### config.mk
export PLATFORM = sky130hd
export DESIGN_NAME = tx_credit_gate
export DESIGN_NICKNAME = d
export VERILOG_FILES = /design/src/rtl/tx_credit_gate.sv
export SDC_FILE = /design/constraint.sdc
export NUM_CORES = 1
export LEC_CHECK = 0
export ABC_AREA = 1
export BUFFER_PORTS_ARGS = -buffer_cell sky130_fd_sc_hd__clkbuf_2
export CORE_ASPECT_RATIO = 2
export CORE_MARGIN = 4
export CORE_UTILIZATION = 45
export CTS_CLUSTER_DIAMETER = 30
export DETAILED_ROUTE_END_ITERATION = 8
export PLACE_DENSITY = 0.72
export SETUP_SLACK_MARGIN = 0.3
export SLEW_MARGIN = 30
export SYNTH_ARGS = -nofsm -noshare
export SYNTH_HDL_FRONTEND = slang
export SYNTH_SLANG_ARGS = --single-unit
export TNS_END_PERCENT = 50
### constraint.sdc
create_clock -name clk -period 6.55 [get_ports clk]
set_clock_uncertainty 0.05 [all_clocks]
set_input_delay 0.3275 -clock clk [delete_from_list [all_inputs] [get_ports clk]]
set_output_delay 0.3275 -clock clk [all_outputs]
set_load 0.01 [all_outputs]
### src/rtl/tx_credit_gate.sv
module tx_credit_gate #(
  parameter int NUM_VC  = 2,
  parameter int HDR_W   = 8,
  parameter int DAT_W   = 12,
  parameter int LEN_W   = 10,
  parameter int STALL_W = 16,
  localparam int VC_W   = (NUM_VC > 1) ? $clog2(NUM_VC) : 1,
  localparam int NPOOL  = NUM_VC * 3
) (
  input  logic                       clk,
  input  logic                       rst_n,
  input  logic                       init_done,
  input  logic                       adv_valid,
  input  logic [VC_W-1:0]            adv_vc,
  input  logic [1:0]                 adv_cls,
  input  logic [HDR_W-1:0]           adv_hdr,
  input  logic [DAT_W-1:0]           adv_data,
  input  logic                       req_valid,
  input  logic [VC_W-1:0]            req_vc,
  input  logic [1:0]                 req_cls,
  input  logic [LEN_W-1:0]           req_len,
  output logic                       req_ready,
  input  logic                       upd_valid,
  input  logic [VC_W-1:0]            upd_vc,
  input  logic [1:0]                 upd_cls,
  input  logic [HDR_W-1:0]           upd_hdr,
  input  logic [DAT_W-1:0]           upd_data,
  output logic [NPOOL*HDR_W-1:0]     hdr_cnt,
  output logic [NPOOL*DAT_W-1:0]     dat_cnt,
  output logic [NPOOL*2-1:0]         credit_avail,
  output logic [NUM_VC*STALL_W-1:0]  stall_cnt
);
  localparam int CW = (DAT_W > LEN_W) ? DAT_W : LEN_W;

  logic             init_ok;
  logic [HDR_W-1:0] sel_h;
  logic [DAT_W-1:0] sel_d;
  logic             addr_ok, enough, grant, hold;

  always_ff @(posedge clk)
    if (!rst_n)         init_ok <= 1'b0;
    else if (init_done) init_ok <= 1'b1;

  assign addr_ok = (req_cls != 2'd3) && (int'(req_vc) < NUM_VC);

  always_comb begin
    sel_h = '0;
    sel_d = '0;
    if (addr_ok) begin
      sel_h = hdr_cnt[(int'(req_vc) * 3 + int'(req_cls)) * HDR_W +: HDR_W];
      sel_d = dat_cnt[(int'(req_vc) * 3 + int'(req_cls)) * DAT_W +: DAT_W];
    end
  end

  assign enough    = (sel_h != '0) && (CW'(sel_d) >= CW'(req_len));
  assign req_ready = init_ok && addr_ok && enough;
  assign grant     = req_valid && req_ready;
  assign hold      = req_valid && init_ok && addr_ok && !enough;

  for (genvar v = 0; v < NUM_VC; v++) begin : g_vc
    for (genvar c = 0; c < 3; c++) begin : g_cls
      localparam int P = v * 3 + c;
      logic             hit_g, hit_u, hit_a;
      logic [HDR_W-1:0] hq;
      logic [DAT_W-1:0] dq;
      logic [HDR_W:0]   h_nx;
      logic [DAT_W:0]   d_nx;

      assign hit_g = grant && (req_vc == VC_W'(v)) && (req_cls == 2'(c));
      assign hit_u = upd_valid && init_ok && (upd_vc == VC_W'(v)) && (upd_cls == 2'(c));
      assign hit_a = adv_valid && !init_ok && (adv_vc == VC_W'(v)) && (adv_cls == 2'(c));

      assign h_nx = {1'b0, hq} + (hit_u ? {1'b0, upd_hdr} : '0)
                  - (hit_g ? (HDR_W+1)'(1) : '0);
      assign d_nx = {1'b0, dq} + (hit_u ? {1'b0, upd_data} : '0)
                  - (hit_g ? (DAT_W+1)'(req_len) : '0);

      always_ff @(posedge clk)
        if (!rst_n) begin
          hq <= '0;
          dq <= '0;
        end else if (hit_a) begin
          hq <= adv_hdr;
          dq <= adv_data;
        end else begin
          hq <= h_nx[HDR_W] ? '1 : h_nx[HDR_W-1:0];
          dq <= d_nx[DAT_W] ? '1 : d_nx[DAT_W-1:0];
        end

      assign hdr_cnt[P*HDR_W +: HDR_W] = hq;
      assign dat_cnt[P*DAT_W +: DAT_W] = dq;
      assign credit_avail[2*P]         = |hq;
      assign credit_avail[2*P+1]       = |dq;
    end

    logic [STALL_W-1:0] sq;
    always_ff @(posedge clk)
      if (!rst_n)
        sq <= '0;
      else if (hold && (req_vc == VC_W'(v)) && (sq != '1))
        sq <= sq + 1'b1;
    assign stall_cnt[v*STALL_W +: STALL_W] = sq;
  end
endmodule

==> impl_metrics.tcl <==
set metrics [dict create \
    max_slew_margin_pct 32.3 \
    clockRootBuffer "clkbuf_16" \
    setup_viol 0 \
    grt_pass1_vias 17600 \
    viasPerCell 5.67 \
    cp_slowest_cell "fa_2" \
    first_pass_iters 5 \
    fin_tns_setup_ps 0 \
    clk_latency_ps 460 \
    max_freq_mhz 173 \
    outcome "finished, final reports clean" \
    ys_seq_elements 153 \
    utilization_pct 51.8 \
    cts_buffers 17 \
    cap_violations 0 \
    finalPower_mw 10.1 \
    layout-drive-gt1-share_pct 12.8 \
    crit_path_frequent_cell "nand2_1" \
    fin_crit_sh_pct 88.1 \
    ctsHoldBuffers 0 \
    drt_iter0_markers 1010 \
    min_path_type "in -> reg" \
    path_max_fanout 30 \
    initial_core_util_pct 45.5 \
    p_per_area_mw_per_mm2 542 \
    gr-total-overflow 0 \
    synth_cell_types 46 \
    ys_warn_count 0 \
    drc 0 \
    rsz0062_at_grt "false" \
    cts_max_level 4 \
    syn_to_final_growth_pct 13.9 \
    power_switching_mw 5.34 \
    grt_max_degree 93 \
    final_antenna_net_count 0 \
    path_class "in -> reg" \
    io_pins 230 \
    yosysTopAreaCellShare_pct 18.8 \
    worstPathArrival_ps 6080 \
    netSwitchingFraction_pct 53.0 \
    grt_pass1_wl_um 97900 \
    antenna_found_initial 1 \
    finalHoldViolations 0 \
    end_kind "register" \
    io_buffers 229 \
    die_h_um 277 \
    clkPwrFrac_pct 11.2 \
    fin_ws_ps 780 \
    whs_ps 49.0 \
    combPwrFrac_pct 70.5 \
    yosys-top-cells-area "dfxtp_1 (19%), ha_1 (15%), inv_1 (12%)" \
    tightest_slew_ps 1010 \
    pre_cts_slack_ps 173 \
    dp_hpwl_um 52200 \
    grt.total_usage_pct 32.7 \
    place_congestion 0.995 \
    yosysTopAreaCell "dfxtp_1" \
    placementRows 98 \
    cp.required_ps 6860 \
    ys_seq_area_share_pct 18.8 \
    synth_cells 2396 \
    syn_avg_cell_area_um2 6.80 \
    ir_worst_vdd_mv 0.265 \
    path_delay_family "simple AND/OR/NAND/NOR gates" \
    report.final.slew_viol_count 0 \
    crit_path_start_kind "input pin" \
    internal_power_mw 4.73 \
    fin_nets 2934 \
    cts.sinks 153 \
    synth_area_mm2 0.0163 \
    routed-via-count 17400 \
    synth_nets 2727 \
    p_leak_nw 9.45 \
    ctsLongestPathBuffers 2 \
    routed_wl_um 65400 \
    cp_num_buf_inv 8 \
    die_w_um 143 \
    die_area_mm2 0.0395 \
    seqPwrFrac_pct 18.3 \
    path_clk_slew_ps 70 \
    cts_tree "built" \
    cp_slowest_stage_delay_ps 530 \
    cts_resized 0 \
    detail_route.wl_per_cell_um 21.3 \
    cts_setup_buffers 0 \
    core_mm2 0.0358 \
    layout_min_cycle_time_ps 5770 \
]
==> layout by cell type (no fill, tap or decap), types with 9 or more instances in the layout <==
cell / netlist / layout
inv_1: 511 / 511
nand2_1: 428 / 427
clkbuf_2: 0 / 228
ha_1: 199 / 198
a21oi_1: 172 / 172
dfxtp_1: 153 / 153
o21ai_0: 147 / 147
nor2_1: 126 / 126
nand3_1: 108 / 108
nor3_1: 85 / 85
fa_1: 67 / 66
xor2_1: 60 / 60
nand4_1: 51 / 51
xnor2_1: 38 / 38
buf_4: 4 / 25
or2_2: 24 / 24
o221ai_1: 24 / 24
nor4_1: 18 / 18
o21bai_1: 17 / 17
clkbuf_16: 0 / 17
clkinv_1: 16 / 16
a31oi_1: 14 / 14
nand3b_1: 9 / 9
==> state kept, by name (all words and copies together), names as in the netlist <==
| name | cells |
|---|---|
| g_vc.g_cls.dq | 72 |
| g_vc.g_cls.hq | 48 |
| g_vc.sq | 32 |
| init_ok | 1 |
==> cell type report <==
class / instances / area, um^2
Timing Repair Buffer: 256 / 1370
Antenna cell: 2 / 5.00
Inverter: 529 / 1990
Tap cell: 450 / 563
Sequential cell: 153 / 3060
Clock inverter: 11 / 168
Fill cell: 3595 / 17200
Multi-Input combinational cell: 1646 / 10900
Clock buffer: 21 / 470
==> kinds of logic after synthesis <==
| group | after synthesis | share of synthesized area [%] |
|---|---|---|
| adders and majority gates | 266 | 23.5 |
| xor gates and xnor gates | 98 | 5.27 |
| AOI/OAI and AO/OA | 415 | 14.4 |
| DFF | 153 | 18.8 |
| buffers and inverters | 597 | 14.2 |
| and+or+nand+nor | 867 | 23.8 |
==> metal layers <==
metal	vias to the layer above	wire [um]	global-route usage (%)
met5	-	0	0
met4	0	8220	32.2
met3	370	4490	6.79
met2	798	32200	56.5
met1	8070	20500	30.5
li1	8162	-	-
==> through the flow <==
stage	std cells	cell area, um^2
6_report	3068	18600
3_3_place_gp	3034	17900
5_1_grt	3066	18600
3_5_place_dp	3034	17900
4_1_cts	3066	18500
2_1_floorplan	2396	16300
==> cell usage after synthesis (all sizes together) <==
library cell / count
inv: 513
nand2: 431
ha: 199
a21oi: 174
dfxtp: 153
o21ai: 149
nor2: 133
nand3: 108
nor3: 89
fa: 67
xor2: 60
clkbuf: 53
nand4: 53
xnor2: 38
o221ai: 24
or2: 24
nor4: 18
o21bai: 17
clkinv: 16
buf: 15
a31oi: 14
nand3b: 9
a211oi: 8
o2111ai: 8
a21boi: 6
o211ai: 6
a41oi: 5
a21o: 1
a32o: 1
and2: 1
and3: 1
o22ai: 1
o31a: 1
==> power by group through the flow <==
stage / Combinational, mW / Clock [mW] / Sequential (mW)
floorplan: 4.88 / 0 / 1.78
global route: 7.95 / 1.17 / 1.87
detailed placement: 6.99 / 0 / 1.85
global placement: 6.86 / 0 / 1.85
finish: 7.09 / 1.13 / 1.85
CTS: 7.03 / 1.14 / 1.83
==> worst paths after layout <==
path	startpoint	endpoint	slack (ps)	cells past startpoint
min	init_done	init_ok	50	3
max	req_vc	g_vc[0].g_cls[0].dq[1]	780	39
min reg2reg	g_vc[1].sq[15]	g_vc[1].sq[15]	440	2
max reg2reg	g_vc[0].g_cls[1].dq[0]	g_vc[0].g_cls[0].dq[1]	1090	35
==> worst reg2reg max path: cells and delay by family, from the launching register on <==
kind	cells	cell delay [ps]
flops	1	610
buf+inv	5	730
compound gates	3	470
simple gates	24	2280
fa+ha+maj	3	1190
(Power assumes the default switching activity.)
